==> src/rtl/cfg_seq_pkg.sv <==
// Shared types for the configuration sequencer.
// Assumes: states are decoded only inside cfg_seq and cfg_seq_drive.
package cfg_seq_pkg;

    typedef enum logic [4:0] {
        ST_IDLE, ST_PRECHK, ST_QUIET, ST_OVR, ST_SELECT, ST_SETTLE,
        ST_RST_LO, ST_RST_HI, ST_CHECK, ST_STREAM, ST_EARLY, ST_POLL,
        ST_DCLK, ST_WAIT_USER, ST_CLOSE, ST_FINAL, ST_DONE, ST_FAIL
    } seq_state_e;

    typedef enum logic [2:0] {
        ERR_NONE    = 3'd0,
        ERR_MODE    = 3'd1,
        ERR_TIMEOUT = 3'd2,
        ERR_NSTATUS = 3'd3,
        ERR_CONDONE = 3'd4,
        ERR_FINAL   = 3'd5
    } seq_err_e;

    typedef struct packed {
        logic nce;
        logic nconfig;
        logic ovr_cfg_n;
        logic ovr_ncfg_n;
        logic cfg_en;
        logic sync;
        logic dclk;
        logic busy;
        logic done;
    } drive_t;

endpackage

==> src/rtl/cfg_seq_cnt.sv <==
// Saturating event counter used for tick timeouts, poll limits and
// extra-clock counts. last_o flags the event that reaches LIMIT.
// Assumes: LIMIT >= 1; clr_i has priority over inc_i.
module cfg_seq_cnt #(
    parameter int LIMIT = 4
) (
    input  logic clk,
    input  logic rst_n,
    input  logic clr_i,
    input  logic inc_i,
    output logic last_o
);
    localparam int W = $clog2(LIMIT + 1);
    localparam logic [W-1:0] CAP  = W'(LIMIT);
    localparam logic [W-1:0] LAST = W'(LIMIT - 1);

    logic [W-1:0] cnt_q;

    // Count events, clear on request, stop at the cap.
    always_ff @(posedge clk) begin
        if (!rst_n || clr_i) begin
            cnt_q <= '0;
        end else if (inc_i && cnt_q != CAP) begin
            cnt_q <= cnt_q + 1'b1;
        end
    end

    assign last_o = inc_i && (cnt_q == LAST);

endmodule

==> src/rtl/cfg_seq_drive.sv <==
// Decodes the sequencer state into pin drives and enables.
// Assumes: the fail and idle states both drive the safe idle pattern.
module cfg_seq_drive
    import cfg_seq_pkg::*;
(
    input  seq_state_e state_i,
    output drive_t     drv_o
);
    // Pure decode of the pin pattern per step.
    always_comb begin
        drv_o            = '0;
        drv_o.nce        = 1'b1;
        drv_o.nconfig    = 1'b1;
        drv_o.ovr_cfg_n  = 1'b1;
        drv_o.ovr_ncfg_n = 1'b1;
        case (state_i)
            ST_OVR: begin
                drv_o.ovr_cfg_n  = 1'b0;
                drv_o.ovr_ncfg_n = 1'b0;
            end
            ST_SELECT, ST_SETTLE, ST_RST_HI, ST_CHECK: begin
                drv_o.ovr_cfg_n  = 1'b0;
                drv_o.ovr_ncfg_n = 1'b0;
                drv_o.nce        = 1'b0;
            end
            ST_RST_LO: begin
                drv_o.ovr_cfg_n  = 1'b0;
                drv_o.ovr_ncfg_n = 1'b0;
                drv_o.nce        = 1'b0;
                drv_o.nconfig    = 1'b0;
            end
            ST_STREAM, ST_EARLY, ST_POLL, ST_DCLK, ST_WAIT_USER: begin
                drv_o.ovr_cfg_n  = 1'b0;
                drv_o.ovr_ncfg_n = 1'b0;
                drv_o.nce        = 1'b0;
                drv_o.cfg_en     = 1'b1;
                drv_o.sync       = (state_i == ST_EARLY);
                drv_o.dclk       = (state_i == ST_DCLK);
            end
            default: ;
        endcase
        drv_o.busy = !(state_i inside {ST_IDLE, ST_DONE, ST_FAIL});
        drv_o.done = (state_i == ST_DONE);
    end

endmodule

==> src/rtl/cfg_seq.sv <==
// Passive-parallel configuration sequencer: screens mode straps, takes
// over the pins, pulses nCONFIG against nSTATUS, opens the data path,
// runs optional early release, polls CONF_DONE, adds extra DCLKs, waits
// for user mode and releases the pins.
// Assumes: tick_i is a one-cycle 1 kHz strobe; status inputs are synchronous.
module cfg_seq
    import cfg_seq_pkg::*;
#(
    parameter int MSEL_W     = 3,
    parameter int RATIO_W    = 2,
    parameter int TIMEOUT_MS = 1000,
    parameter int ER_MS      = 1,
    parameter int POLL_LIMIT = 32'h100_0000,
    parameter int DCLK_EXTRA = 15
) (
    input  logic               clk,
    input  logic               rst_n,
    input  logic               start_i,
    input  logic [MSEL_W-1:0]  msel_i,
    input  logic               tick_i,
    input  logic               ncfg_st_i,
    input  logic               nst_st_i,
    input  logic               condone_i,
    input  logic               condone_oe_i,
    input  logic               early_user_i,
    input  logic               user_mode_i,
    input  logic               er_en_i,
    input  logic               stream_done_i,
    input  logic [RATIO_W-1:0] ratio_i,
    output logic               nce_o,
    output logic               nconfig_o,
    output logic               ovr_cfg_n_o,
    output logic               ovr_ncfg_n_o,
    output logic               ctrl_en_o,
    output logic               data_en_o,
    output logic [RATIO_W-1:0] ratio_o,
    output logic               sync_push_o,
    output logic               dclk_pulse_o,
    output logic               busy_o,
    output logic               done_o,
    output logic [2:0]         err_o
);
    seq_state_e state_q, state_d;
    seq_err_e   err_q, err_d;
    drive_t     drv;
    logic       step_clr, ms_last, er_last, poll_last, dclk_last;
    logic       msel_ok, quiet;

    assign msel_ok  = ((msel_i >> 1) == '0);
    assign quiet    = ncfg_st_i && nst_st_i;
    assign step_clr = (state_d != state_q);

    cfg_seq_cnt #(.LIMIT(TIMEOUT_MS)) u_ms (
        .clk(clk), .rst_n(rst_n), .clr_i(step_clr), .inc_i(tick_i), .last_o(ms_last));
    cfg_seq_cnt #(.LIMIT(ER_MS)) u_er (
        .clk(clk), .rst_n(rst_n), .clr_i(step_clr), .inc_i(tick_i), .last_o(er_last));
    cfg_seq_cnt #(.LIMIT(POLL_LIMIT)) u_poll (
        .clk(clk), .rst_n(rst_n), .clr_i(step_clr), .inc_i(1'b1), .last_o(poll_last));
    cfg_seq_cnt #(.LIMIT(DCLK_EXTRA)) u_dclk (
        .clk(clk), .rst_n(rst_n), .clr_i(step_clr), .inc_i(1'b1), .last_o(dclk_last));

    cfg_seq_drive u_drive (.state_i(state_q), .drv_o(drv));

    // Next step and error code from the current step and pin status.
    always_comb begin
        state_d = state_q;
        err_d   = err_q;
        case (state_q)
            ST_IDLE, ST_DONE, ST_FAIL: begin
                if (start_i) begin
                    err_d   = ERR_NONE;
                    state_d = ST_PRECHK;
                    if (!msel_ok) begin
                        err_d   = ERR_MODE;
                        state_d = ST_FAIL;
                    end
                end
            end
            ST_PRECHK, ST_SETTLE: begin
                if (quiet) begin
                    state_d = (state_q == ST_PRECHK) ? ST_QUIET : ST_RST_LO;
                end else if (ms_last) begin
                    state_d = ST_FAIL; err_d = ERR_TIMEOUT;
                end
            end
            ST_QUIET:  state_d = ST_OVR;
            ST_OVR:    state_d = ST_SELECT;
            ST_SELECT: state_d = ST_SETTLE;
            ST_RST_LO: begin
                if (!nst_st_i) state_d = ST_RST_HI;
                else if (ms_last) begin state_d = ST_FAIL; err_d = ERR_TIMEOUT; end
            end
            ST_RST_HI: begin
                if (nst_st_i) state_d = ST_CHECK;
                else if (ms_last) begin state_d = ST_FAIL; err_d = ERR_TIMEOUT; end
            end
            ST_CHECK: begin
                if (!condone_i && condone_oe_i) state_d = ST_STREAM;
                else begin state_d = ST_FAIL; err_d = ERR_CONDONE; end
            end
            ST_STREAM: begin
                if (stream_done_i) state_d = er_en_i ? ST_EARLY : ST_POLL;
            end
            ST_EARLY: begin
                if (early_user_i) state_d = ST_POLL;
                else if (er_last) begin state_d = ST_FAIL; err_d = ERR_TIMEOUT; end
            end
            ST_POLL: begin
                if (condone_i) state_d = ST_DCLK;
                else if (!nst_st_i) begin state_d = ST_FAIL; err_d = ERR_NSTATUS; end
                else if (poll_last) begin state_d = ST_FAIL; err_d = ERR_TIMEOUT; end
            end
            ST_DCLK: begin
                if (dclk_last) state_d = ST_WAIT_USER;
            end
            ST_WAIT_USER: begin
                if (user_mode_i) state_d = ST_CLOSE;
                else if (ms_last) begin state_d = ST_FAIL; err_d = ERR_TIMEOUT; end
            end
            ST_CLOSE: state_d = ST_FINAL;
            ST_FINAL: begin
                if (user_mode_i && condone_i && nst_st_i) state_d = ST_DONE;
                else begin state_d = ST_FAIL; err_d = ERR_FINAL; end
            end
            default: state_d = ST_IDLE;
        endcase
    end

    // State and error registers.
    always_ff @(posedge clk) begin
        if (!rst_n) begin
            state_q <= ST_IDLE;
            err_q   <= ERR_NONE;
        end else begin
            state_q <= state_d;
            err_q   <= err_d;
        end
    end

    assign nce_o        = drv.nce;
    assign nconfig_o    = drv.nconfig;
    assign ovr_cfg_n_o  = drv.ovr_cfg_n;
    assign ovr_ncfg_n_o = drv.ovr_ncfg_n;
    assign ctrl_en_o    = drv.cfg_en;
    assign data_en_o    = drv.cfg_en;
    assign sync_push_o  = drv.sync;
    assign dclk_pulse_o = drv.dclk;
    assign busy_o       = drv.busy;
    assign done_o       = drv.done;
    assign ratio_o      = drv.sync ? '0 : ratio_i;
    assign err_o        = err_q;

    assert_mode_reject_R2: assert property (@(posedge clk) disable iff (!rst_n)
        (start_i && !busy_o && (msel_i >> 1) != '0) |=> (err_o == ERR_MODE));
    assert_override_first_R4: assert property (@(posedge clk) disable iff (!rst_n)
        $fell(nce_o) |-> $past(!ovr_cfg_n_o && !ovr_ncfg_n_o));
    assert_pulse_gated_R5: assert property (@(posedge clk) disable iff (!rst_n)
        !nconfig_o |-> (!ovr_ncfg_n_o && !nce_o));
    assert_en_selected_R6: assert property (@(posedge clk) disable iff (!rst_n)
        ctrl_en_o |-> (!nce_o && !ovr_cfg_n_o));
    assert_dclk_after_cd_R8: assert property (@(posedge clk) disable iff (!rst_n)
        $rose(dclk_pulse_o) |-> $past(condone_i));
    assert_done_clean_R9: assert property (@(posedge clk) disable iff (!rst_n)
        done_o |-> (nce_o && ovr_cfg_n_o && ovr_ncfg_n_o && !ctrl_en_o && err_o == ERR_NONE));
    assert_sync_x1_R10: assert property (@(posedge clk) disable iff (!rst_n)
        sync_push_o |-> (ratio_o == '0));
    assert_busy_clean_R11: assert property (@(posedge clk) disable iff (!rst_n)
        busy_o |-> (err_o == ERR_NONE));

endmodule

==> config.mk <==
export PLATFORM = sky130hd
export DESIGN_NAME = cfg_seq
export DESIGN_NICKNAME = d
export VERILOG_FILES = /design/src/rtl/cfg_seq_pkg.sv /design/src/rtl/cfg_seq_cnt.sv /design/src/rtl/cfg_seq_drive.sv /design/src/rtl/cfg_seq.sv
export SDC_FILE = /design/constraint.sdc
export NUM_CORES = 1
export LEC_CHECK = 0
export ABC_AREA = 1
export BUFFER_PORTS_ARGS = -buffer_cell sky130_fd_sc_hd__buf_2
export CELL_PAD_IN_SITES_DETAIL_PLACEMENT = 1
export CELL_PAD_IN_SITES_GLOBAL_PLACEMENT = 1
export CORE_MARGIN = 2
export CORE_UTILIZATION = 30
export CTS_CLUSTER_SIZE = 14
export DETAILED_ROUTE_END_ITERATION = 16
export HOLD_SLACK_MARGIN = 0.03
export PLACE_DENSITY_LB_ADDON = 0.1
export SYNTH_ARGS = -nofsm -noshare
export SYNTH_HDL_FRONTEND = slang
export SYNTH_SLANG_ARGS = --single-unit
==> constraint.sdc <==
create_clock -name clk -period 5.6 [get_ports clk]
set_clock_uncertainty 0.15 [all_clocks]
set_input_delay 0.56 -clock clk [delete_from_list [all_inputs] [get_ports clk]]
set_output_delay 0.56 -clock clk [all_outputs]
set_load 0.05 [all_outputs]
==> impl_metrics.tcl, run 1 <==
set metrics [dict create \
    rsz_0062_raised_after_global_routing "no" \
    first_global_vias 3058 \
    path_common_cell "sky130_fd_sc_hd__nand2_1" \
    average_size_of_a_mapped_cell_um2 6.68 \
    grt_first_pass_wirelength_mm 14.9 \
    synthDistinctLibCells 36 \
    via_count 2990 \
    pre_cts_setup_slack_ps 2740 \
    ioPinCount 32 \
    worst_r2r_endpoint "u_poll.cnt_q[3]$_SDFFE_PP0P_" \
    setup-violations-final 0 \
    p_comb_share_pct 28.5 \
    synth.yosys.seq_area_share_pct 30.2 \
    synthesis.area_um2 3180 \
    clkLatencyLatePin_ps 310 \
    io_buffer_count 30 \
    critPathArrivalTime_ps 2900 \
    place.detailed.hpwl_mm 6.97 \
    drcViolationCount 0 \
    synth.net_count 499 \
    finalWirelength_mm 8.81 \
    outcome "complete, no violations" \
    path_buf_inv 3 \
    cts_tree "done" \
    crit-reg2reg-launch "state_q[4]$_SDFF_PN0_" \
    critical_path_required_ps 5630 \
    reported_net_switching_power_w 0.000322 \
    setup.reg_to_reg.worst_slack_ps 2730 \
    dieWidth_um 107 \
    power.density_cell_area_nw_per_um2 240 \
    cts_inserted_buffers 5 \
    critPathLaunchType "flop" \
    hold_viol_final 0 \
    area_growth_pct 10.7 \
    power.share.clock_pct 26.9 \
    finalNetCount 528 \
    power.ir.vdd_worst_v 0.0000904 \
    initial_utilization_pct 30.8 \
    p_int_w 0.000522 \
    placementRows 37 \
    drt_iter0_markers 85 \
    post-layout-total-power_w 0.000844 \
    syn-instance-count 476 \
    max_cap_viol_count 0 \
    slew_violations 0 \
    endpoint_kind "flop" \
    sequential_cell_area_um2 961 \
    measured_slew_at_the_worst_slew_check_pin_ps 685 \
    grt_remaining_overflow 0 \
    maximum_number_of_pins_on_one_net_before_global_route_repair 41 \
    postCtsSetupBuffers 0 \
    finalWorstPathRequiredPeriod_ps 2870 \
    placed_cells 634 \
    slew_headroom_pct 54.4 \
    critical_path.top_delay_family "simple AND/OR/NAND/NOR gates" \
    multiInputGateArea_um2 1910 \
    route.detailed.vias_per_inst 4.66 \
    crit_path_max_fanout 40 \
    cp_slowest_stage_delay_ps 540 \
    post_route_cells_drive_above_1_share_pct 20.6 \
    post_cts_resize_count 0 \
    critical_path.cell_chain "inv_2 > nand3_2 > nor2_2 > nand2_1 > inv_1 > nand3_1 > nand2_1 > nand2_1 > nand2_1 > nand2_1 > nand2_1 > nor2_1 > nand2_2 > buf_4 > nor2_2" \
    dpl-instance-area_um2 3430 \
    detailedRoute.firstPassIterationCount 4 \
    num_antenna_cells 0 \
    slowest_stage_cell_cp "sky130_fd_sc_hd__buf_4" \
    hold_path_startpoint "u_er.cnt_q$_SDFFE_PP0P_" \
    ctsLongestPathBuffers 2 \
    layout_worst_path_cycle_share_pct 51.3 \
    synth.yosys.warnings 0 \
    timing.setup.tns_ps 0 \
    antenna_violations_before_repair 0 \
    final_antenna_net_count 0 \
    setup_slack_of_the_critical_path_after_layout_ps 2730 \
    holdBufCountCts 0 \
    die_height_um 107 \
    cts_num_sinks 48 \
    final_cells 642 \
    endpoint "u_poll.cnt_q[3]$_SDFFE_PP0P_" \
    ys_ff_latch 48 \
    clk_pin_slew_worst_paths_ps 100 \
    timing_worst_setup_path_type "reg2reg" \
    seq_power_share_pct 44.7 \
    cp-startpoint "state_q[4]$_SDFF_PN0_" \
    max_freq_mhz 348 \
    floorplan.core_area_um2 10300 \
    floorplan.die_area_um2 11400 \
    netSwitchingFraction_pct 38.1 \
    path_length_in_cells_of_the_critical_path 15 \
    grtUsageTotal_pct 16.3 \
    worstRegToRegCells 15 \
    postLayoutCellArea_um2 3520 \
    routed_wire_length_per_instance_um 13.7 \
    fillerInstances 1349 \
    leakage_nw 1.46 \
    gp_congestion 0.854 \
    cts_root_buffer "sky130_fd_sc_hd__clkbuf_8" \
    hold_class "reg2reg" \
    htreeDepth 2 \
]
==> logic make-up (layout without fill, tap and decap cells) <==
group / after synthesis / after routing / synth area share (%)
adder cells (fa/ha/maj): 6 / 6 / 2.36
AND/OR/NAND/NOR: 296 / 296 / 44.4
multiplexers: 2 / 2 / 0.668
XOR/XNOR: 30 / 30 / 8.26
buffers and inverters: 69 / 99 / 9.63
AO/OA/AOI/OAI: 25 / 25 / 4.44
flip-flops: 48 / 48 / 30.2
==> synth_stat cells <==
cell / instances / area, um2
sky130_fd_sc_hd__nor3_2: 2 / 20.0
sky130_fd_sc_hd__o22ai_1: 1 / 6.26
sky130_fd_sc_hd__inv_2: 3 / 11.3
sky130_fd_sc_hd__dfxtp_1: 48 / 961
sky130_fd_sc_hd__and3_1: 1 / 6.26
sky130_fd_sc_hd__nand2_2: 4 / 25.0
sky130_fd_sc_hd__o21ai_1: 2 / 10.0
sky130_fd_sc_hd__nand2_1: 106 / 398
sky130_fd_sc_hd__xnor2_1: 7 / 61.3
sky130_fd_sc_hd__buf_2: 2 / 10.0
sky130_fd_sc_hd__nor2_2: 46 / 288
sky130_fd_sc_hd__nor2_1: 67 / 251
sky130_fd_sc_hd__mux2_2: 1 / 11.3
sky130_fd_sc_hd__nor4_1: 6 / 37.5
sky130_fd_sc_hd__xor2_1: 23 / 201
sky130_fd_sc_hd__o21ai_0: 9 / 45.0
sky130_fd_sc_hd__a21boi_0: 1 / 7.51
sky130_fd_sc_hd__and2_1: 1 / 6.26
sky130_fd_sc_hd__o2111ai_1: 1 / 8.76
sky130_fd_sc_hd__or2_2: 2 / 12.5
sky130_fd_sc_hd__nor3_1: 9 / 45.0
sky130_fd_sc_hd__ha_1: 6 / 75.1
sky130_fd_sc_hd__buf_4: 2 / 15.0
sky130_fd_sc_hd__nand3b_1: 1 / 7.51
sky130_fd_sc_hd__nor2_4: 2 / 22.5
sky130_fd_sc_hd__a31oi_1: 3 / 18.8
sky130_fd_sc_hd__nor4b_1: 1 / 8.76
sky130_fd_sc_hd__nor3b_2: 1 / 12.5
sky130_fd_sc_hd__buf_6: 5 / 56.3
sky130_fd_sc_hd__nand4_1: 10 / 62.6
sky130_fd_sc_hd__nand3_1: 32 / 160
sky130_fd_sc_hd__a21oi_1: 6 / 30.0
sky130_fd_sc_hd__o211ai_1: 2 / 15.0
sky130_fd_sc_hd__mux2i_1: 1 / 10.0
sky130_fd_sc_hd__nand3_2: 5 / 50.1
sky130_fd_sc_hd__inv_1: 57 / 214
==> stage by stage <==
| stage | util (%) | hold WS, ps |
|---|---|---|
| 6_report | 34.1 | 348 |
| 5_1_grt | 34.1 | 368 |
| 4_1_cts | 34.1 | 359 |
| 3_5_place_dp | 33.2 | 334 |
| 3_3_place_gp | 33.2 | 315 |
| 2_1_floorplan | - | 311 |
==> final cells by class <==
cell class	instances	share of cell area, %
multi-input combinational	359	54.4
sequential	48	27.3
inverter	60	6.39
tap	136	4.83
timing repair buffer	31	4.48
clock buffer	7	2.45
clock inverter	1	0.213
==> layer usage <==
| metal | routed length, um | track usage, % | vias up | share of wire [%] |
|---|---|---|---|---|
| met4 | 87 | 4.64 | 0 | 0.99 |
| li1 | - | - | 1551 | - |
| met5 | 0 | 0 | - | 0 |
| met1 | 4350 | 21.1 | 1396 | 49 |
| met3 | 198 | 2.37 | 8 | 2.2 |
| met2 | 4170 | 28.0 | 35 | 47 |
==> worst register-to-register path: stages (launching register included) <==
cell and delay [ps]:
sky130_fd_sc_hd__dfxtp_1 400, sky130_fd_sc_hd__inv_2 290, sky130_fd_sc_hd__nand3_2 230, sky130_fd_sc_hd__nor2_2 300, sky130_fd_sc_hd__nand2_1 160, sky130_fd_sc_hd__inv_1 100
sky130_fd_sc_hd__nand3_1 80, sky130_fd_sc_hd__nand2_1 70, sky130_fd_sc_hd__nand2_1 80, sky130_fd_sc_hd__nand2_1 80, sky130_fd_sc_hd__nand2_1 50, sky130_fd_sc_hd__nand2_1 60
sky130_fd_sc_hd__nor2_1 40, sky130_fd_sc_hd__nand2_2 50, sky130_fd_sc_hd__buf_4 540, sky130_fd_sc_hd__nor2_2 80
==> layout by cell type, fill, tap and decap left out, types with 3 or more instances in the layout <==
cell / count
sky130_fd_sc_hd__clkbuf_8: 6
sky130_fd_sc_hd__nand3_2: 5
sky130_fd_sc_hd__nand4_1: 10
sky130_fd_sc_hd__o21ai_0: 9
sky130_fd_sc_hd__xnor2_1: 7
sky130_fd_sc_hd__nand2_1: 106
sky130_fd_sc_hd__inv_1: 57
sky130_fd_sc_hd__nand2_2: 4
sky130_fd_sc_hd__nor2_1: 67
sky130_fd_sc_hd__a31oi_1: 3
sky130_fd_sc_hd__nor2_2: 46
sky130_fd_sc_hd__dfxtp_1: 48
sky130_fd_sc_hd__a21oi_1: 6
sky130_fd_sc_hd__nor4_1: 6
sky130_fd_sc_hd__xor2_1: 23
sky130_fd_sc_hd__buf_2: 30
sky130_fd_sc_hd__ha_1: 6
sky130_fd_sc_hd__nand3_1: 32
sky130_fd_sc_hd__nor3_1: 9
sky130_fd_sc_hd__inv_2: 3
==> state kept, by name, summed over array words and instances (netlist names) <==
name and cells:
u_poll.cnt_q 25, state_q 5, u_dclk.cnt_q 4, u_er.cnt_q 1
u_ms.cnt_q 10, err_o 3
==> how the worst min path moves through the flow <==
stage                                          to  slack, ps  depth (start not counted)
after global routing        state_q[4]$_SDFF_PN0_        370                          3
after CTS                 u_er.cnt_q$_SDFFE_PP0P_        360                          2
after global placement      err_o[1]$_SDFFE_PN0P_        320                          2
after detailed placement  u_er.cnt_q$_SDFFE_PP0P_        330                          2
final                     u_er.cnt_q$_SDFFE_PP0P_        350                          2
after floorplan           u_er.cnt_q$_SDFFE_PP0P_        310                          2
==> power groups by stage <==
stage / combinational (W) / clock (W) / sequential (W)
2_1_floorplan: 0.000176 / 0 / 0.000400
3_3_place_gp: 0.000241 / 0 / 0.000384
3_5_place_dp: 0.000245 / 0 / 0.000384
4_1_cts: 0.000245 / 0.000239 / 0.000377
5_1_grt: 0.000268 / 0.000255 / 0.000380
6_report: 0.000240 / 0.000227 / 0.000377
No activity file was read; power rests on OpenSTA's default activity.
==> run 2: changes to the inputs <==
--- a/config.mk
+++ b/config.mk
@@ -5,7 +5,7 @@
 export SDC_FILE = /design/constraint.sdc
 export NUM_CORES = 1
 export LEC_CHECK = 0
-export ABC_AREA = 1
+export ABC_AREA = 0
 export BUFFER_PORTS_ARGS = -buffer_cell sky130_fd_sc_hd__buf_2
 export CELL_PAD_IN_SITES_DETAIL_PLACEMENT = 1
 export CELL_PAD_IN_SITES_GLOBAL_PLACEMENT = 1
==> constraint.sdc (replaced) <==
create_clock -name clk -period 2.3 [get_ports clk]
set_clock_uncertainty 0.15 [all_clocks]
set_input_delay 0.23 -clock clk [delete_from_list [all_inputs] [get_ports clk]]
set_output_delay 0.23 -clock clk [all_outputs]
set_load 0.05 [all_outputs]
==> run 2 against run 1 <==
  * The flow now finishes with violations (negative setup slack)
  * Final cell count rose by 0.31%
  * Sequential power rose by 130%
  * Setup slack got worse by 2800 ps
  * Non-clock buffer count rose by 102
  * Hold slack got worse by 210 ps
  * Via count rose by 11%
  * Total power rose to 2.9 times the previous value
  * Critical path type unchanged
  * Largest power group unchanged
==> impl_metrics.tcl, run 2 <==
set metrics [dict create \
    outcome "finished, violations left" \
    failed_checks "negative setup slack" \
    hold_viol_final 0 \
    layout_commonest_cell "sky130_fd_sc_hd__buf_4" \
    htreeDepth 2 \
    max_cap_viol_count 0 \
    timing_worst_setup_path_type "reg2reg" \
    finalWirelength_mm 10.9 \
    seq_power_share_pct 36.0 \
    clkLatencyLatePin_ps 290 \
    average_size_of_a_mapped_cell_um2 8.93 \
    fillerInstances 1329 \
    drt_iter0_markers 72 \
    max_flop_register "u_poll.cnt_q" \
    critPathArrivalTime_ps 2450 \
    synthesis.area_um2 3470 \
    power.ir.vdd_worst_v 0.000261 \
    worstRegToRegCells 7 \
    slew_violations 0 \
    p_comb_share_pct 32.4 \
    floorplan.core_area_um2 11400 \
    timing.setup.tns_ps -4010 \
    io_buffer_count 30 \
    slew_headroom_pct 62.5 \
    floorplan.die_area_um2 12400 \
    hold_class "in2reg" \
    leakage_nw 1.80 \
    gp_congestion 0.843 \
    power.share.clock_pct 31.6 \
    synth_async_sr_flop_share_pct 0 \
    dieWidth_um 111 \
    synth.net_count 411 \
    critical_path_required_ps 2330 \
    synthTopCellsByCount "sky130_fd_sc_hd__dfxtp_1, sky130_fd_sc_hd__nor4_2, sky130_fd_sc_hd__nand2_1" \
    crit-reg2reg-launch "state_q[0]$_SDFF_PN0_" \
    post-layout-total-power_w 0.00245 \
    area_growth_pct 39.0 \
    synth_top_area_share_pct 27.7 \
    setup_slack_of_the_critical_path_after_layout_ps -120 \
    number_of_flops_mapped_to_enable_cells_by_yosys 0 \
    multiInputGateArea_um2 2450 \
    place.detailed.hpwl_mm 7.86 \
    synth.yosys.warnings 0 \
    die_height_um 111 \
    num_antenna_cells 0 \
    endpoint "u_ms.cnt_q[2]$_SDFFE_PP0P_" \
    detailedRoute.firstPassIterationCount 4 \
    final_cells 644 \
    cts_tree "done" \
    antenna_violations_before_repair 0 \
    ys_ff_latch 48 \
    grt_remaining_overflow 0 \
    setup-violations-final 40 \
    setup.reg_to_reg.worst_slack_ps -120 \
    yosys_most_used_dff "sky130_fd_sc_hd__dfxtp_1" \
    finalNetCount 523 \
    maximum_number_of_pins_on_one_net_before_global_route_repair 28 \
    grtUsageTotal_pct 17.5 \
    rsz_0062_raised_after_global_routing "yes" \
    clk_pin_slew_worst_paths_ps 70 \
    largest_register_ff_count 25 \
    max_freq_mhz 413 \
    endpoint_kind "flop" \
    placed_cells 626 \
    final_antenna_net_count 0 \
    ctsLongestPathBuffers 2 \
    synthDistinctLibCells 65 \
    holdBufCountCts 0 \
    yosys-top-cells-area "sky130_fd_sc_hd__dfxtp_1, sky130_fd_sc_hd__nor4_2, sky130_fd_sc_hd__xor2_1, sky130_fd_sc_hd__xnor2_1, sky130_fd_sc_hd__nand2_1" \
    layout_worst_path_cycle_share_pct 105 \
    synth.yosys.seq_area_share_pct 27.7 \
    ioPinCount 32 \
    measured_slew_at_the_worst_slew_check_pin_ps 553 \
    finalWorstPathRequiredPeriod_ps 2420 \
    sequential_cell_area_um2 985 \
    reported_net_switching_power_w 0.000834 \
    initial_utilization_pct 30.5 \
    final_cell_mix "sky130_fd_sc_hd__buf_4, sky130_fd_sc_hd__dfxtp_1, sky130_fd_sc_hd__nor4_2" \
    cts_num_sinks 48 \
    placementRows 39 \
    post_route_cells_drive_above_1_share_pct 44.5 \
    routed_wire_length_per_instance_um 17.0 \
    drcViolationCount 0 \
    synthDominantAreaCellType "sky130_fd_sc_hd__dfxtp_1" \
    netSwitchingFraction_pct 34.0 \
    critPathLaunchType "flop" \
    via_count 3330 \
    p_int_w 0.00162 \
    cts_root_buffer "sky130_fd_sc_hd__clkbuf_16" \
    route.detailed.vias_per_inst 5.17 \
    worst_r2r_endpoint "u_ms.cnt_q[2]$_SDFFE_PP0P_" \
    largestRegisters "u_poll.cnt_q (25), u_ms.cnt_q (10), state_q (5)" \
    first_global_vias 3402 \
    grt_first_pass_wirelength_mm 17.8 \
    power.density_cell_area_nw_per_um2 509 \
    syn-instance-count 388 \
    crit_path_max_fanout 27 \
    cts_inserted_buffers 5 \
    post-synth-top-count-cell "sky130_fd_sc_hd__dfxtp_1" \
    cp-startpoint "state_q[0]$_SDFF_PN0_" \
]
[run 2: cell types whose count changed in the layout (fill, tap and decap cells not counted), moves of 12 or more]
cell,change
sky130_fd_sc_hd__inv_1,-44
sky130_fd_sc_hd__nor2_1,-45
sky130_fd_sc_hd__nor2_2,-46
sky130_fd_sc_hd__nand3_1,-12
sky130_fd_sc_hd__nand2_1,-75
sky130_fd_sc_hd__buf_4,+91
sky130_fd_sc_hd__nor4_2,+36
[run 2: metal layers]
layer / track usage (%) / part of all wire [%]
met5: 0 / 0
met4: 3.54 / 0.37
met3: 2.23 / 2.3
met2: 30.0 / 51
met1: 23.8 / 47
[run 2: cell families (layout without fill, tap and decap cells)]
logic type / count (synthesis) / after routing / share of synthesized area (%)
AND/OR/NAND/NOR: 192 / 192 / 38.6
AO/OA/AOI/OAI: 58 / 58 / 14.0
flip-flops: 48 / 48 / 27.7
buffers and inverters: 41 / 154 / 6.32
XOR/XNOR: 39 / 39 / 9.86
adder cells (fa/ha/maj): 6 / 6 / 2.17
multiplexers: 4 / 4 / 1.34
[run 2: through the flow]
stage / worst slack [ps] / hold WS [ps] / util (%) / cell area [um2]
6_report: -120 / 142 / 42.4 / 4820
5_1_grt: -211 / 160 / 42.4 / 4820
4_1_cts: -109 / 136 / 41.2 / 4690
3_5_place_dp: -250 / 323 / 38.6 / 4380
3_3_place_gp: -260 / 325 / 38.6 / 4380
2_1_floorplan: 7.18 / 263 / - / 3480
[run 2: power by group through the flow]
stage / Sequential (W) / Combinational, W / Clock (W)
detailed placement: 0.000899 / 0.000662 / 0
finish: 0.000882 / 0.000793 / 0.000775
floorplan: 0.000914 / 0.000412 / 0
global route: 0.000886 / 0.000848 / 0.000840
CTS: 0.000883 / 0.000749 / 0.000809
global placement: 0.000898 / 0.000660 / 0
[run 2: final cells by class]
class / instances / area share, %
Tap cell: 143 / 3.71
Sequential cell: 48 / 20.4
Inverter: 13 / 1.01
Timing Repair Buffer: 133 / 20.9
Multi-Input combinational cell: 299 / 50.9
Clock inverter: 1 / 0.156
Clock buffer: 7 / 2.96
[run 2: how the worst min path moves through the flow]
stage,slack (ps),end,cells after the start,startpoint
after CTS,140,u_er.cnt_q$_SDFFE_PP0P_,3,tick_i
after global placement,330,err_o[1]$_SDFFE_PN0P_,2,err_o[1]$_SDFFE_PN0P_
after detailed placement,320,err_o[1]$_SDFFE_PN0P_,2,err_o[1]$_SDFFE_PN0P_
after global routing,160,u_er.cnt_q$_SDFFE_PP0P_,3,tick_i
final,140,u_er.cnt_q$_SDFFE_PP0P_,3,tick_i
after floorplan,260,u_er.cnt_q$_SDFFE_PP0P_,2,tick_i
[run 2: worst max-delay path: stages, from the launching register on]
cell and delay, ps:
sky130_fd_sc_hd__dfxtp_4 380, sky130_fd_sc_hd__mux2_4 300, sky130_fd_sc_hd__a32o_1 210, sky130_fd_sc_hd__a211o_1 340, sky130_fd_sc_hd__o311a_1 350, sky130_fd_sc_hd__o221ai_4 220, sky130_fd_sc_hd__buf_12 260, sky130_fd_sc_hd__nor4_2 70
[run 2: what timing repair did]
action / CTS / global route
setup endpoints to repair: 44 / 43
endpoints found under the hold margin: 0 / 0
pin swaps: 0 / 6
gates resized for setup: 28 / 23
setup buffers: 3 / 4
gates cloned: 1 / 2
==> run 3: changes to the inputs <==
--- a/config.mk
+++ b/config.mk
@@ -11,6 +11,7 @@
 export CELL_PAD_IN_SITES_GLOBAL_PLACEMENT = 1
 export CORE_MARGIN = 2
 export CORE_UTILIZATION = 30
+export CTS_BUF_LIST = sky130_fd_sc_hd__clkbuf_8
 export CTS_CLUSTER_SIZE = 14
 export DETAILED_ROUTE_END_ITERATION = 16
 export HOLD_SLACK_MARGIN = 0.03
==> run 3 against run 2 <==
  * The flow still finishes with violations (negative setup slack)
  * Critical endpoint is now u_ms.cnt_q[4]$_SDFFE_PP0P_
  * Hold slack lost 23 ps
  * Register-to-register slack got worse by 30 ps
  * Clock power is 27% lower
  * Highest routed layer unchanged
  * Sequential power about the same
  * First-iteration DRC count is 15% higher
  * Final cell count is 0.78% higher
  * Largest power group unchanged
==> impl_metrics.tcl, run 3 (synthesized netlist as in run 2, its figures left out) <==
set metrics [dict create \
    globalRouteMet3Util_pct 2.40 \
    maximum_number_of_pins_on_one_net_before_global_route_repair 28 \
    leakage_nw 1.81 \
    power.density_cell_area_nw_per_um2 469 \
    clkLatencyLatePin_ps 310 \
    critical_path_required_ps 2350 \
    drt_iter0_markers 83 \
    die_height_um 111 \
    first_global_vias 3432 \
    p_int_w 0.00144 \
    seq_power_share_pct 38.3 \
    path_buf_inv 1 \
    outcome "finished, violations left" \
    timing.setup.tns_ps -5150 \
    gr-usage-met1_pct 24.0 \
    layout_worst_path_cycle_share_pct 107 \
    finish.utilization_pct 43.2 \
    grt_first_pass_wirelength_mm 18.0 \
    post_route_cells_drive_above_1_share_pct 46.0 \
    grtUsageTotal_pct 17.8 \
    p_comb_share_pct 37.2 \
    failed_checks "negative setup slack" \
    netSwitchingFraction_pct 37.3 \
    hold_viol_final 0 \
    ioPinCount 32 \
    placementRows 39 \
    final_antenna_net_count 0 \
    place.detailed.hpwl_mm 7.86 \
    max_flop_register "u_poll.cnt_q" \
    measured_slew_at_the_worst_slew_check_pin_ps 578 \
    holdBufCountCts 0 \
    via_count 3362 \
    global_route_track_usage_on_met2_pct 30.5 \
    floorplan.die_area_um2 12400 \
    initial_utilization_pct 30.5 \
    hold_class "in2reg" \
    endpoint_kind "flop" \
    gp_congestion 0.843 \
    largest_register_ff_count 25 \
    placed_cells 626 \
    layout_commonest_cell "sky130_fd_sc_hd__buf_4" \
    slew_violations 0 \
    crit_path_max_fanout 27 \
    clk_pin_slew_worst_paths_ps 100 \
    cts_root_buffer "sky130_fd_sc_hd__clkbuf_8" \
    drcViolationCount 0 \
    area_growth_pct 41.8 \
    final_cell_mix "sky130_fd_sc_hd__buf_4, sky130_fd_sc_hd__dfxtp_1, sky130_fd_sc_hd__nand2_1" \
    finalWirelength_mm 11.2 \
    ctsLongestPathBuffers 2 \
    global_route.peak_usage_layer "met2" \
    htreeDepth 2 \
    detailedRoute.firstPassIterationCount 4 \
    routed_wire_length_per_instance_um 17.2 \
    timing_worst_setup_path_type "reg2reg" \
    finalNetCount 528 \
    setup_slack_of_the_critical_path_after_layout_ps -150 \
    num_antenna_cells 0 \
    antenna_violations_before_repair 0 \
    dieWidth_um 111 \
    cts_num_sinks 48 \
    grt_remaining_overflow 0 \
    final_cells 649 \
    power.share.clock_pct 24.4 \
    cts_tree "done" \
    cp_slowest_stage_delay_ps 390 \
    route.detailed.vias_per_inst 5.18 \
    io_buffer_count 30 \
    rsz_0062_raised_after_global_routing "yes" \
    critical_path.cell_chain "mux2_4 > a32o_1 > a211o_1 > o311a_1 > o221ai_4 > buf_12 > nor4_2" \
    largestRegisters "u_poll.cnt_q (25), u_ms.cnt_q (10), state_q (5)" \
    reported_net_switching_power_w 0.000858 \
    critPathArrivalTime_ps 2500 \
    critPathLaunchType "flop" \
    max_freq_mhz 408 \
    cts_inserted_buffers 5 \
    pre_cts_setup_slack_ps -250 \
    critical_path.top_delay_family "compound AO/OA/AOI/OAI gates" \
    slew_headroom_pct 60.9 \
    setup-violations-final 40 \
    floorplan.core_area_um2 11400 \
    power.ir.vdd_worst_v 0.000210 \
    max_cap_viol_count 0 \
    finalWorstPathRequiredPeriod_ps 2450 \
    slowest_stage_cell_cp "sky130_fd_sc_hd__dfxtp_4" \
]
==> run 3: cell count changes in the layout (fill, tap and decap cells not counted), sizes merged <==
cell | before | now
buf | 132 | 135
clkbuf | 8 | 9
inv | 13 | 14
==> run 3: path summary, 6_finish.rpt <==
kind | start | end | slack, ps | cells past startpoint
hold / removal | tick_i | u_er.cnt_q$_SDFFE_PP0P_ | 120 | 3
setup / recovery | state_q[0]$_SDFF_PN0_ | u_ms.cnt_q[4]$_SDFFE_PP0P_ | -150 | 7
setup reg to reg | state_q[0]$_SDFF_PN0_ | u_ms.cnt_q[4]$_SDFFE_PP0P_ | -150 | 7
hold reg to reg | err_o[1]$_SDFFE_PN0P_ | err_o[1]$_SDFFE_PN0P_ | 340 | 2
==> run 3: layout make-up <==
type	count	area (um2)
Fill cell	1332	6460
Inverter	13	48.8
Multi-Input combinational cell	299	2560
Timing Repair Buffer	138	1050
Clock buffer	6	82.6
Clock inverter	2	11.3
Tap cell	143	179
Sequential cell	48	981
==> run 3: timing repair <==
item,in CTS,in global routing
endpoints found under the setup margin,44,45
pin swaps,1,20
gates cloned,2,1
buffers inserted,12,5
gates resized for setup,31,38
==> run 3: per-layer routing <==
metal  vias up  routed length, um
met5         -                  0
met4         0                121
met3         7                190
met2        32               5480
met1      1657               5390
li1       1666                  -
==> run 3: through the flow <==
stage / instance area [um2] / power, W / hold slack, ps
after floorplan: 3480 / 0.00133 / 263
final: 4910 / 0.00230 / 118
after global placement: 4380 / 0.00156 / 325
after global routing: 4910 / 0.00242 / 123
after detailed placement: 4380 / 0.00156 / 323
after CTS: 4720 / 0.00228 / 104
==> run 3: worst min-delay path, stage by stage <==
cell and delay [ps]:
sky130_fd_sc_hd__buf_2 150, sky130_fd_sc_hd__nor2_1 120, sky130_fd_sc_hd__nor4_2 40
==> run 3: power groups by stage <==
stage | clock network, W | logic [W] | registers, W
after CTS | 0.000591 | 0.000806 | 0.000881
after global routing | 0.000624 | 0.000909 | 0.000887
after detailed placement | 0 | 0.000662 | 0.000899
after global placement | 0 | 0.000660 | 0.000898
after floorplan | 0 | 0.000412 | 0.000914
final | 0.000563 | 0.000858 | 0.000883
